--- config.mk ---
export PLATFORM = sky130hd
export DESIGN_NAME = uart_irq_aggregator
export DESIGN_NICKNAME = d
export VERILOG_FILES = /design/src/rtl/uart_irq_agg_pkg.sv /design/src/rtl/irq_rst_sync.sv /design/src/rtl/irq_chan_group.sv /design/src/rtl/irq_global_ctrl.sv /design/src/rtl/uart_irq_aggregator.sv
export SDC_FILE = /design/constraint.sdc
export NUM_CORES = 1
export LEC_CHECK = 0
export ABC_CLOCK_PERIOD_IN_PS = 2200
export BUFFER_PORTS_ARGS = -buffer_cell sky130_fd_sc_hd__buf_2
export CAP_MARGIN = 20
export CORE_MARGIN = 8
export CORE_UTILIZATION = 49
export DETAILED_ROUTE_END_ITERATION = 8
export PLACE_DENSITY = 0.91
export SYNTH_ARGS = -nofsm -noshare
export SYNTH_HDL_FRONTEND = slang
export SYNTH_SLANG_ARGS = --single-unit
--- constraint.sdc ---
create_clock -name clk -period 2.2 [get_ports clk]
set_input_delay 0.22 -clock clk [delete_from_list [all_inputs] [get_ports clk]]
set_output_delay 0.22 -clock clk [all_outputs]
set_load 0.03 [all_outputs]
--- src/rtl/uart_irq_agg_pkg.sv ---
package uart_irq_agg_pkg;
  localparam int unsigned CH_PER_GRP  = 16;
  localparam int unsigned DATA_W      = 32;
  localparam int unsigned ADDR_W      = 16;
  localparam int unsigned OFS_W       = 12;
  localparam int unsigned GRP_IDX_W   = ADDR_W - OFS_W;
  localparam int unsigned GRP_EN_BIT  = 20;
  localparam int unsigned GLB_EN_BIT  = 0;

  localparam logic [OFS_W-1:0]  OFS_STATUS = 12'h000;
  localparam logic [OFS_W-1:0]  OFS_MASK   = 12'h004;
  localparam logic [OFS_W-1:0]  OFS_PEND   = 12'h008;
  localparam logic [OFS_W-1:0]  OFS_CTRL   = 12'h00C;
  localparam logic [ADDR_W-1:0] ADDR_GLB   = 16'hF000;
endpackage

--- src/rtl/irq_rst_sync.sv ---
module irq_rst_sync (
  input  logic clk,
  input  logic rst_n,
  output logic rst_sync_n
);
  logic [1:0] stage_q;

  always_ff @(posedge clk or negedge rst_n) begin
    if (!rst_n) stage_q <= 2'b00;
    else        stage_q <= {stage_q[0], 1'b1};
  end

  assign rst_sync_n = stage_q[1];
endmodule

--- src/rtl/irq_chan_group.sv ---
module irq_chan_group
  import uart_irq_agg_pkg::*;
#(
  parameter int unsigned CH = CH_PER_GRP,
  parameter int unsigned DW = DATA_W,
  parameter int unsigned OW = OFS_W,
  parameter int unsigned EN_BIT = GRP_EN_BIT
) (
  input  logic          clk,
  input  logic          rst_n,
  input  logic [CH-1:0] req,
  input  logic          wr_en,
  input  logic [OW-1:0] ofs,
  input  logic [DW-1:0] wdata,
  output logic [DW-1:0] rdata,
  output logic          grp_irq
);
  logic [CH-1:0] mask_q, mask_d;
  logic          mask_we;
  logic          blk_en_q, blk_en_d;
  logic          blk_en_we;
  logic [CH-1:0] pend;
  logic          unused_wdata;

  assign unused_wdata = ^wdata;

  // next-state
  always_comb begin
    mask_we   = wr_en && (ofs == OFS_MASK);
    mask_d    = wdata[CH-1:0];
    blk_en_we = wr_en && (ofs == OFS_CTRL);
    blk_en_d  = wdata[EN_BIT];
  end

  // registers
  always_ff @(posedge clk or negedge rst_n) begin
    if (!rst_n)       mask_q <= '1;
    else if (mask_we) mask_q <= mask_d;
  end

  always_ff @(posedge clk or negedge rst_n) begin
    if (!rst_n)         blk_en_q <= 1'b0;
    else if (blk_en_we) blk_en_q <= blk_en_d;
  end

  assign pend    = req & ~mask_q;
  assign grp_irq = blk_en_q & (|pend);

  always_comb begin
    rdata = '0;
    case (ofs)
      OFS_STATUS: rdata[CH-1:0] = req;
      OFS_MASK:   rdata[CH-1:0] = mask_q;
      OFS_PEND:   rdata[CH-1:0] = pend;
      OFS_CTRL:   rdata[EN_BIT] = blk_en_q;
      default:    rdata = '0;
    endcase
  end

  // a mask of all ones silences the group from the next cycle on
  assert_full_mask_quiet_R2: assert property (@(posedge clk) disable iff (!rst_n)
    (wr_en && ofs == OFS_MASK && wdata[CH-1:0] == '1) |=> !grp_irq);

  // clearing the group enable silences the group from the next cycle on
  assert_grp_disable_quiet_R5: assert property (@(posedge clk) disable iff (!rst_n)
    (wr_en && ofs == OFS_CTRL && !wdata[EN_BIT]) |=> !grp_irq);

  // writes to the read-only views leave the stored state alone
  assert_ro_view_write_R8: assert property (@(posedge clk) disable iff (!rst_n)
    (wr_en && (ofs == OFS_STATUS || ofs == OFS_PEND)) |=> ($stable(mask_q) && $stable(blk_en_q)));

  // a written mask is what the register holds afterwards
  assert_mask_update_R2: assert property (@(posedge clk) disable iff (!rst_n)
    (wr_en && ofs == OFS_MASK) |=> (mask_q == $past(wdata[CH-1:0])));
endmodule

--- src/rtl/irq_global_ctrl.sv ---
module irq_global_ctrl
  import uart_irq_agg_pkg::*;
#(
  parameter int unsigned NG = 2,
  parameter int unsigned EN_BIT = GLB_EN_BIT
) (
  input  logic          clk,
  input  logic          rst_n,
  input  logic          wr_en,
  input  logic          wr_bit,
  input  logic [NG-1:0] grp_irq,
  output logic          glb_en,
  output logic          irq_out
);
  logic glb_en_q, glb_en_d;

  always_comb glb_en_d = wr_bit;

  always_ff @(posedge clk or negedge rst_n) begin
    if (!rst_n)     glb_en_q <= 1'b0;
    else if (wr_en) glb_en_q <= glb_en_d;
  end

  assign glb_en  = glb_en_q;
  assign irq_out = glb_en_q & (|grp_irq);

  // clearing the global enable drops the line from the next cycle on
  assert_glb_disable_quiet_R6: assert property (@(posedge clk) disable iff (!rst_n)
    (wr_en && !wr_bit) |=> !irq_out);

  // the line is only ever raised on behalf of some group
  assert_line_has_source_R7: assert property (@(posedge clk) disable iff (!rst_n)
    irq_out |-> (|grp_irq));
endmodule

--- src/rtl/uart_irq_aggregator.sv ---
module uart_irq_aggregator
  import uart_irq_agg_pkg::*;
#(
  parameter int unsigned NUM_GROUPS = 2,
  localparam int unsigned NCH = NUM_GROUPS * CH_PER_GRP
) (
  input  logic              clk,
  input  logic              rst_n,
  input  logic [NCH-1:0]    chan_req,
  input  logic              bus_wr,
  input  logic [ADDR_W-1:0] bus_addr,
  input  logic [DATA_W-1:0] bus_wdata,
  output logic [DATA_W-1:0] bus_rdata,
  output logic              irq_out
);
  logic                  rst_sync_n;
  logic                  glb_hit;
  logic                  glb_en;
  logic [NUM_GROUPS-1:0] grp_hit;
  logic [NUM_GROUPS-1:0] grp_irq;
  logic [DATA_W-1:0]     grp_rdata [NUM_GROUPS];

  irq_rst_sync i_rst_sync (
    .clk        (clk),
    .rst_n      (rst_n),
    .rst_sync_n (rst_sync_n)
  );

  assign glb_hit = (bus_addr == ADDR_GLB);

  for (genvar g = 0; g < NUM_GROUPS; g++) begin : g_grp
    assign grp_hit[g] = !glb_hit && (bus_addr[ADDR_W-1:OFS_W] == GRP_IDX_W'(g));

    irq_chan_group #(
      .CH     (CH_PER_GRP),
      .DW     (DATA_W),
      .OW     (OFS_W),
      .EN_BIT (GRP_EN_BIT)
    ) i_group (
      .clk     (clk),
      .rst_n   (rst_sync_n),
      .req     (chan_req[g*CH_PER_GRP +: CH_PER_GRP]),
      .wr_en   (bus_wr && grp_hit[g]),
      .ofs     (bus_addr[OFS_W-1:0]),
      .wdata   (bus_wdata),
      .rdata   (grp_rdata[g]),
      .grp_irq (grp_irq[g])
    );
  end

  irq_global_ctrl #(
    .NG     (NUM_GROUPS),
    .EN_BIT (GLB_EN_BIT)
  ) i_global (
    .clk     (clk),
    .rst_n   (rst_sync_n),
    .wr_en   (bus_wr && glb_hit),
    .wr_bit  (bus_wdata[GLB_EN_BIT]),
    .grp_irq (grp_irq),
    .glb_en  (glb_en),
    .irq_out (irq_out)
  );

  always_comb begin
    bus_rdata = '0;
    if (glb_hit) bus_rdata[GLB_EN_BIT] = glb_en;
    for (int g = 0; g < NUM_GROUPS; g++) begin
      if (grp_hit[g]) bus_rdata = grp_rdata[g];
    end
  end

  // at most one register window answers an address
  assert_one_window_R8: assert property (@(posedge clk) disable iff (!rst_sync_n)
    $onehot0({glb_hit, grp_hit}));

  // the line never rises while the card-wide enable is off
  assert_no_irq_when_off_R7: assert property (@(posedge clk) disable iff (!rst_sync_n)
    !glb_en |-> !irq_out);
endmodule

==> impl_results.md, run 1 <==
* Status: completed
* Sw Ratio at 0.280
* First-pass iteration count of the detailed router at 5
* Sequential fraction of design power at 0.500
* Final Non-Filler Cells at 411
* Pwr dens at 435 nW/um2
* H-tree depth at 2
* Vias in the first global route at 2313
* Clk buf depth at 2
* Routed WL per cell at 17.6 um
* IO Port Bufs at 85
* Max Fclk at 0.487 GHz
* Synth warn at 0
* Internal at 987 uW
* Post-DR vias/cell at 5.60
* CP Data Required Time at 1.98 ns
* Dpl cells at 402
* Root buf cell: clkbuf_8
* EDFF count, synth at 0
* CP Launch Type: register
* DP HPWL at 5.61 mm
* Clk slew on worst S/H paths at 0.07 ns
* Worst VDD drop at 0.328 mV
* Post-DRT Antenna Nets at 0
* Mean Syn Cell Area at 10.2 um2
* Yosys cell types at 36
* CP endpoint kind: primary output
* Die Wd at 89.0 um
* Synthesized instance count at 256
* Overall Power at 1.37 mW
* Die height at 89.0 um
* Final hold vios at 0
* First-pass GRT wire length at 11.2 mm
* FFs w/ async S/R, synth at 1.00
* # clock sinks at 37
* IO Pins at 116
* Worst-Skew Late Latency at 0.29 ns
* Pins over their slew limit at 0
* Share of layout cells above drive strength 1 at 0.478
* Arr. time, crit path at 1.83 ns
* Gr ovfl total at 0
* Antenna Cells at 0
* DRC Markers at 0
* Tmin final at 2.05 ns
* CTS Buf Count at 5
* # rows at 26
* Initial core utilization at 0.508
* Clock Skews at 0.00628 ns
* Synth Flop Type: dfstp_2
* Sw power at 384 uW
* Commonest non-fill, non-tap cell in the layout: buf_2
* Final nets at 423
* Area grow syn2layout at 20.8%
* Gp weighted congestion at 0.844
* Postcts setup bufs at 0
* DR iter-0 viols at 203
* Largest net degree at the start of global routing at 36
* Unrepaired setup endpoints after global routing: no
* CTS tree: built
* DIE AREA at 7920 um2
* Commonest non-fill, non-tap cells in the layout: buf_2, dfstp_2, mux2i_1
* Worst-path fanout max at 3
* Clock power share at 0.334
* Synthesized area at 2610 um2
* Final period utilization at 0.933
* Part of the power in combinational logic at 0.165
* Core footprint at 5140 um2
* Synth Register Bits at 37
* Post-synthesis sequential area ratio at 0.370
* Leak pwr at 1.37 nW
* Final setup vio count at 0
* Hold Crit Class: in -> reg
* GRT Overall Usage at 0.180
* Wirelength, routed at 7.23 mm
* Post-route setup TNS at 0 ns
* Initial antenna violation count at 0
* Fillers at 440
* Crit Path Category: reg -> out
* Vias at 2302
* MaxCap Viol Count at 0
area by class of cell:
type / count / area [um2] / area share
inverters: 9 / 33.8 / 0.0107
clock inverters: 2 / 10.0 / 0.00318
flip-flops and latches: 37 / 966 / 0.306
multi-input cells: 193 / 1480 / 0.471
repair buffers: 94 / 498 / 0.158
well taps: 70 / 87.6 / 0.0278
clock buffers: 6 / 72.6 / 0.0230
synth_stat cells (2+ instances only):
master	count	area share
mux2i_1	31	0.12
nand4b_1	2	0.0067
and3_1	2	0.0048
nor2b_1	3	0.0072
o22ai_1	17	0.041
o2111ai_1	7	0.023
nand3_1	3	0.0058
nor4_2	3	0.014
inv_1	9	0.013
dfrtp_1	5	0.048
nand4_1	2	0.0048
conb_1	2	0.0029
o21ai_0	30	0.058
clkbuf_1	12	0.017
mux2_2	25	0.11
nand2_1	6	0.0086
nor4_1	3	0.0072
buf_4	16	0.046
nand2b_1	21	0.050
mux2_1	10	0.043
dfstp_2	32	0.32
state kept, by name, indices dropped and copies added (netlist names):
name,cells
g_grp.i_group.mask_q,32
g_grp.i_group.blk_en_q,2
i_rst_sync.stage_q,2
i_global.glb_en,1
per-stage QoR:
step                hold WS, ns  utilization  instance area [um2]  setup WS, ns
finish                    0.171        0.613                 3150         0.147
global route              0.166        0.613                 3150       0.00639
CTS                       0.162        0.611                 3140       0.00654
detailed placement      0.00778        0.593                 3050         0.306
global placement        0.00557        0.593                 3050         0.341
floorplan               -0.0756            -                 2660         0.323
worst max-delay path, stage by stage, from the launching register on:
cell and delay (ns):
dfstp_2 0.55, nand2b_1 0.14, o2111ai_1 0.15, nor4_1 0.39, o22ai_1 0.12, clkbuf_4 0.20
metal layers:
layer | global-route usage | share of wire
met1 | 0.217 | 0.39
met5 | 0 | 0
met2 | 0.301 | 0.49
met3 | 0.0533 | 0.096
met4 | 0.0574 | 0.020
worst paths after layout:
kind	start	endpoint	slack, ns	cells past startpoint
max in group asynchronous	i_rst_sync.stage_q[1]	g_grp[0].i_group.mask_q[8]	1.56	1
worst max-delay path	g_grp[1].i_group.mask_q[4]	irq_out	0.15	5
min in group asynchronous	rst_n	i_rst_sync.stage_q[1]	0.24	2
worst min register to register	i_rst_sync.stage_q[1]	i_global.glb_en	0.28	1
worst max register to register	g_grp[0].i_group.blk_en_q	g_grp[0].i_group.blk_en_q	1.41	1
worst min-delay path	bus_wdata[11]	g_grp[0].i_group.mask_q[11]	0.17	2
power groups by stage:
stage	logic, mW	registers, mW	clock network [mW]
3_5_place_dp	0.222	0.696	0
2_1_floorplan	0.132	0.705	0
5_1_grt	0.250	0.686	0.505
6_report	0.227	0.686	0.458
3_3_place_gp	0.216	0.696	0
4_1_cts	0.224	0.686	0.472
what timing repair did:
| action | in CTS | in global routing |
|---|---|---|
| resized for setup | 0 | 2 |
| hold buffers | 1 | 0 |
| hold endpoints to repair | 2 | 0 |
| endpoints found under the setup margin | 0 | 1 |
cell families after synthesis:
group | share of synthesized area
AND/OR/NAND/NOR | 0.138
flip-flops | 0.370
multiplexers | 0.270
other | 0.00288
AO/OA/AOI/OAI | 0.136
buffers and inverters | 0.0839
No activity file was read; power rests on OpenSTA's default activity.
==> run 2, diff against run 1 <==
Settings changed: ABC_AREA from default to 1, PLACE_DENSITY 0.91 to 0.87.
==> run 2 against run 1 <==
Combinational power down 11%. Register-to-register slack worse by 0.17 ns. Synthesized cell count up 90%. Clock power up 4%. Critical path depth up 4. Clock skew down 0.0011 ns. Fmax up 2.2%. Sequential share of layout area down 4.3 points. Wire length up 27%. Utilization down 3.6 points. Critical endpoint is now bus_rdata[3]. Largest power group unchanged.
==> impl_results.md, run 2 <==
* Gr ovfl total at 0 (unchanged)
* Reg2reg setup slack at 1.24 ns (-0.17 ns)
* Synth Register Bits at 37 (unchanged)
* Worst slack, placed at 0.193 ns (-0.113 ns)
* Vias at 3412 (+48%)
* Synthesized area at 3230 um2 (+24%)
* Final period utilization at 0.913 (-0.0205)
* Max-Slew Margin vs Limit at 0.574
* Synth warn at 0 (unchanged)
* Initial antenna violation count at 0 (unchanged)
* Area grow syn2layout at 13.6%
* CP Data Required Time at 1.98 ns (about the same)
* Largest registers: g_grp.i_group.mask_q: 32 flops, g_grp.i_group.blk_en_q: 2 flops, i_rst_sync.stage_q: 2 flops
* Pwr dens at 374 nW/um2 (-14%)
* Hold Crit Class: in -> reg
* Setup ws final at 0.192 ns (+0.0450 ns)
* Root buf cell: clkbuf_8
* MaxCap Viol Count at 0 (unchanged)
* Largest stage delay on the critical path at 0.38 ns (-0.17 ns)
* Clock Skews at 0.00520 ns (-0.00108 ns)
* CTS tree: built
* Pins over their slew limit at 0 (unchanged)
* Die height at 97.1 um (+9.2%)
* CP Launch Type: input pin
* Vias in the first global route at 3339 (+44%)
* Most Used Layer, Global Route: met2
* # clock sinks at 37 (unchanged)
* R2R Path Start: i_rst_sync.stage_q[1]
* Max reg flops at 32 (unchanged)
* Yosys cell types at 24 (-33%)
* Synth top area share at 0.261 (-0.0615)
* Worst Setup SP: bus_addr[11]
* Post-DR vias/cell at 5.31 (-5.1%)
* DP HPWL at 6.79 mm (+21%)
* GR Util met2 at 0.310 (+0.00936)
* Synth Flop Type: dfstp_2
* Measured slew at the worst slew-check pin at 0.639 ns
* Commonest cells post-synth: nand2_1, inv_1, nand3_1
* Core footprint at 6350 um2 (+24%)
* IO Port Bufs at 85 (unchanged)
* Mean Syn Cell Area at 6.64 um2 (-35%)
* Worst setup endpoint: bus_rdata[3]
* DR iter-0 viols at 366 (+80%)
* Clk slew on worst S/H paths at 0.08 ns (about the same)
* IO Pins at 116 (unchanged)
* EDFF count, synth at 0 (unchanged)
* # rows at 29 (+12%)
* Largest Register: g_grp.i_group.mask_q
* Top-count cell post-synth: nand2_1
* Largest net degree at the start of global routing at 33 (-8.3%)
* Crit Path Category: in -> out
* FFs w/ async S/R, synth at 1.00 (unchanged)
* Crit-path slowest cell: nor2_4
* Worst VDD drop at 0.396 mV (+21%)
* Tmin final at 2.01 ns (-0.0450 ns)
* Post-synthesis sequential area ratio at 0.299 (-0.0706)
* Final hold vios at 0 (unchanged)
* Worst-path fanout max at 16 (+13)
* First-pass GRT wire length at 15.2 mm (+36%)
* Post-DRT Antenna Nets at 0 (unchanged)
* R2R depth at 1 (unchanged)
* Commonest non-fill, non-tap cells in the layout: nand2_1, buf_2, inv_1
* Leading area contributor after synthesis: dfstp_2
* Final nets at 647 (+53%)
* Final setup vio count at 0 (unchanged)
* Leak pwr at 1.94 nW (+41%)
* H-tree depth at 2 (unchanged)
* Max Fclk at 0.498 GHz (+2.2%)
* Commonest non-fill, non-tap cell in the layout: nand2_1
* CTS Buf Count at 5 (unchanged)
* Unrepaired setup endpoints after global routing: no
* CP Cell Sequence: buf_2, nor2_1, nand2_1, nor2_4, nand3_4, nor2_4, o21ai_0, nand2_1, buf_2
* Top post-synthesis cells by area: dfstp_2, nand2_1, o21ai_2
* GRT Overall Usage at 0.189 (+0.00841)
* GR Layer Usage met1 at 0.224 (+0.00670)
* Routed WL per cell at 14.3 um (-19%)
* DRC Markers at 0 (unchanged)
* Antenna Cells at 0 (unchanged)
* M3 GR Usage at 0.0612 (+0.00786)
* Initial core utilization at 0.508 (about the same)
* Synthesized instance count at 486 (+90%)
* Clk buf depth at 2 (unchanged)
* Status: completed
* Arr. time, crit path at 1.79 ns (-0.04 ns)
* Worst hold margin at 0.170 ns (-0.000495 ns)
* CP endpoint kind: primary output
* Postcts setup bufs at 0 (unchanged)
* RR Endpoint: g_grp[1].i_group.mask_q[9]
* Worst-Skew Late Latency at 0.29 ns (about the same)
* DIE AREA at 9440 um2 (+19%)
* Post-route setup TNS at 0 ns (unchanged)
* First-pass iteration count of the detailed router at 5 (unchanged)
* Die Wd at 97.1 um (+9.2%)
* Final instance area at 3660 um2 (+16%)
* Wirelength, routed at 9.20 mm (+27%)
* Share of layout cells above drive strength 1 at 0.320 (-0.158)
* Placed cell area at 3570 um2 (+17%)
* Gp weighted congestion at 0.840 (-0.49%)
[run 2: cell types whose count changed after synthesis, sizes merged, moves of 21 or more]
cell / delta
inv: +48
mux2: -35
mux2i: -31
nand2: +206
nand2b: -21
nand3: +34
nor2: +29
[run 2: logic make-up after synthesis]
family	Yosys count	synth area share
and+or+nand+nor	301	0.412
buffers and inverters	95	0.163
AOI/OAI and AO/OA	51	0.124
DFF	37	0.299
other	2	0.00233
[run 2: worst min path at each step]
stage          cells past startpoint           from  slack (ns)                           to
2_1_floorplan                      0          rst_n       -0.08        i_rst_sync.stage_q[0]
3_3_place_gp                       1          rst_n       0.005        i_rst_sync.stage_q[0]
3_5_place_dp                       1          rst_n       0.009        i_rst_sync.stage_q[0]
4_1_cts                            3  bus_wdata[15]        0.17  g_grp[0].i_group.mask_q[15]
5_1_grt                            3   bus_wdata[1]        0.17   g_grp[0].i_group.mask_q[1]
6_report                           3   bus_wdata[1]        0.17   g_grp[0].i_group.mask_q[1]
[run 2: critical path: cells and delay by family]
family / cells / cell delay (ns)
and+or+nand+nor: 6 / 1.10
buffers and inverters: 2 / 0.29
AOI/OAI and AO/OA: 1 / 0.17
[run 2: through the flow]
step,cells,utilization,power [mW]
final,642,0.577,1.37
after global routing,642,0.577,1.43
after CTS,642,0.576,1.38
after detailed placement,633,0.562,0.899
after global placement,633,0.562,0.894
after floorplan,500,-,0.823
[run 2: power by group]
group / switching, mW / total (mW) / internal [mW]
sequential: 0.00580 / 0.691 / 0.685
clock: 0.257 / 0.477 / 0.220
combinational: 0.135 / 0.203 / 0.0685
total: 0.398 / 1.37 / 0.974
[run 2: metal layers]
layer	part of all wire	wire [um]
met1	0.42	3850
met2	0.46	4220
met3	0.098	902
met4	0.024	221
met5	0	0
[run 2: final cells by class]
class	instances	area [um2]
Fill cell	608	2690
Multi-Input combinational cell	368	1790
Sequential cell	37	966
Timing Repair Buffer	94	508
Inverter	58	219
Tap cell	77	96.3
Clock buffer	6	72.6
Clock inverter	2	10.0
[run 2: what timing repair did]
action	in CTS	in global routing
hold buffers	1	0
endpoints found under the hold margin	2	0
resized for setup	0	1
setup endpoints to repair	0	1
==> run 3, diff against run 2 <==
Settings changed: ABC_CLOCK_PERIOD_IN_PS 2200 to 2600, CORE_MARGIN 8 to 4, SETUP_SLACK_MARGIN from default to 0.2.
Clock period 2.2 ns to 2.6 ns, I/O delays scaled along.
==> run 3 against run 2 <==
Die area shrank 16%. Sequential power is 15% lower. Via count decreased by 3.3%. Total power down 16%. Clock power shrank 17%. Clock skew is 0.0013 ns lower. Critical path depth increased by 2. Count of clock-buffer cells in the layout decreased by 1. Largest cell class unchanged.
==> impl_results.md, run 3 (same netlist as run 2, synthesis figures left out) <==
* Status: completed
* Share of layout cells above drive strength 1 at 0.323 (+0.00240)
* Arr. time, crit path at 1.95 ns (+0.16 ns)
* Leak pwr at 1.95 nW (+0.33%)
* Final Non-Filler Cells at 644 (+0.31%)
* DP HPWL at 6.17 mm (-9.1%)
* Vias at 3299 (-3.3%)
* Tmin final at 2.21 ns
* Hold Crit Class: in -> reg
* Pins over their slew limit at 0 (unchanged)
* Max-Slew Margin vs Limit at 0.405 (-0.169)
* IO Port Bufs at 85 (unchanged)
* Clock power share at 0.345 (-0.003)
* Final nets at 649 (+0.31%)
* Unrepaired setup endpoints after global routing: no
* Setup ws final at 0.388 ns (+0.197 ns)
* Final setup vio count at 0 (unchanged)
* CTS Buf Count at 5 (unchanged)
* Post-DRT Antenna Nets at 0 (unchanged)
* GRT Overall Usage at 0.216 (+0.0274)
* CP Launch Type: input pin
* DIE AREA at 7950 um2 (-16%)
* CP Data Required Time at 2.34 ns (+0.36 ns)
* Worst hold margin at 0.210 ns (+0.0397 ns)
* Worst-path fanout max at 21 (+5)
* Clk slew on worst S/H paths at 0.08 ns (about the same)
* Clock Skews at 0.00386 ns (-0.00133 ns)
* # clock sinks at 37 (unchanged)
* Final hold vios at 0 (unchanged)
* Overall Power at 1.15 mW (-16%)
* Worst-Skew Late Latency at 0.29 ns (about the same)
* CP endpoint kind: primary output
* Core footprint at 6390 um2 (+0.57%)
* Max reg flops at 32 (unchanged)
* CTS-repair resized insts at 0 (unchanged)
* Largest Register: g_grp.i_group.mask_q
* Post-route setup TNS at 0 ns (unchanged)
* Worst slack, placed at 0.379 ns (+0.186 ns)
* H-tree depth at 2 (unchanged)
* Dpl cells at 632 (-0.16%)
* Commonest non-fill, non-tap cells in the layout: nand2_1, buf_2, inv_1
* Commonest non-fill, non-tap cell in the layout: nand2_1
* Vias in the first global route at 3015 (-9.7%)
* Part of the power in combinational logic at 0.144 (-0.004)
* Gr ovfl total at 0 (unchanged)
* Final period utilization at 0.851
* Internal at 820 uW (-16%)
* Post-DR vias/cell at 5.12 (-3.6%)
* # rows at 29 (unchanged)
* Sw Ratio at 0.285 (-0.00477)
* Die Wd at 89.1 um (-8.2%)
* MaxCap Viol Count at 0 (unchanged)
* First-pass GRT wire length at 13.5 mm (-11%)
* Placed cell area at 3550 um2 (-0.56%)
* Gp weighted congestion at 0.862 (+2.6%)
* Max Fclk at 0.452 GHz
* Reg2reg setup slack at 1.42 ns (+0.18 ns)
* Final instance area at 3670 um2 (about the same)
* Routed WL per cell at 13.1 um (-8.3%)
* Antenna Cells at 0 (unchanged)
* Area grow syn2layout at 13.7% (about the same)
* Clk buf depth at 2 (unchanged)
* Root buf cell: clkbuf_8
* Crit Path Category: in -> out
* Die height at 89.1 um (-8.2%)
* IO Pins at 116 (unchanged)
* DR iter-0 viols at 279 (-24%)
* Largest registers: g_grp.i_group.mask_q: 32 flops, g_grp.i_group.blk_en_q: 2 flops, i_rst_sync.stage_q: 2 flops
* CTS tree: built
* Initial core utilization at 0.505 (-0.00289)
* Sw power at 327 uW (-18%)
* First-pass iteration count of the detailed router at 5 (unchanged)
* Largest net degree at the start of global routing at 33 (unchanged)
* Pwr dens at 313 nW/um2 (-16%)
* Measured slew at the worst slew-check pin at 0.892 ns (+0.253 ns)
* Wirelength, routed at 8.46 mm (-8.0%)
* Worst VDD drop at 0.298 mV (-25%)
* Sequential fraction of design power at 0.511 (+0.007)
* DRC Markers at 0 (unchanged)
* Fillers at 612 (+0.66%)
* Initial antenna violation count at 0 (unchanged)
* Final Util at 0.574 (-0.00308)
## run 3: path summary, 6_finish.rpt
check | startpoint | endpoint | cells past startpoint
worst max-delay path | bus_addr[11] | bus_rdata[12] | 11
worst min register to register | i_rst_sync.stage_q[0] | i_rst_sync.stage_q[1] | 0
max in group asynchronous | i_rst_sync.stage_q[1] | g_grp[0].i_group.mask_q[10] | 1
worst min-delay path | bus_wdata[4] | g_grp[0].i_group.mask_q[4] | 3
min in group asynchronous | rst_n | i_rst_sync.stage_q[1] | 2
worst max register to register | i_rst_sync.stage_q[1] | g_grp[0].i_group.mask_q[10] | 1
## run 3: critical path: stages
cell and delay, ns:
buf_2 0.09, nor2_1 0.10, nand2_1 0.09, nor2_4 0.37
nand2_2 0.38, nand2_1 0.18, nand2_1 0.07, nand2_1 0.07
nand2_1 0.05, nand2_1 0.09, buf_2 0.19
## run 3: layer usage
layer | vias to the layer above | routed length, um | track usage
li1 | 1648 | - | -
met5 | - | 0 | 0
met3 | 13 | 800 | 0.0396
met4 | 0 | 115 | 0.0582
met1 | 1478 | 3470 | 0.274
met2 | 160 | 4070 | 0.376
## run 3: layout make-up
| type | count | area [um2] | area share |
|---|---|---|---|
| Clock inverter | 3 | 17.5 | 0.00478 |
| Sequential cell | 37 | 966 | 0.263 |
| Inverter | 58 | 219 | 0.0597 |
| Tap cell | 77 | 96.3 | 0.0263 |
| Clock buffer | 5 | 68.8 | 0.0188 |
| Multi-Input combinational cell | 368 | 1790 | 0.488 |
| Timing Repair Buffer | 96 | 510 | 0.139 |
## run 3: power by group through the flow
stage	sequential [mW]	combinational (mW)	clock (mW)
6_report	0.586	0.165	0.396
5_1_grt	0.588	0.183	0.427
4_1_cts	0.587	0.164	0.407
3_5_place_dp	0.596	0.163	0
3_3_place_gp	0.596	0.158	0
2_1_floorplan	0.596	0.0999	0
## run 3: timing repair
item                       in CTS  in global routing
buffers inserted                0                  3
setup endpoints to repair       0                  1
hold endpoints to repair        2                  0
hold buffers                    1                  0
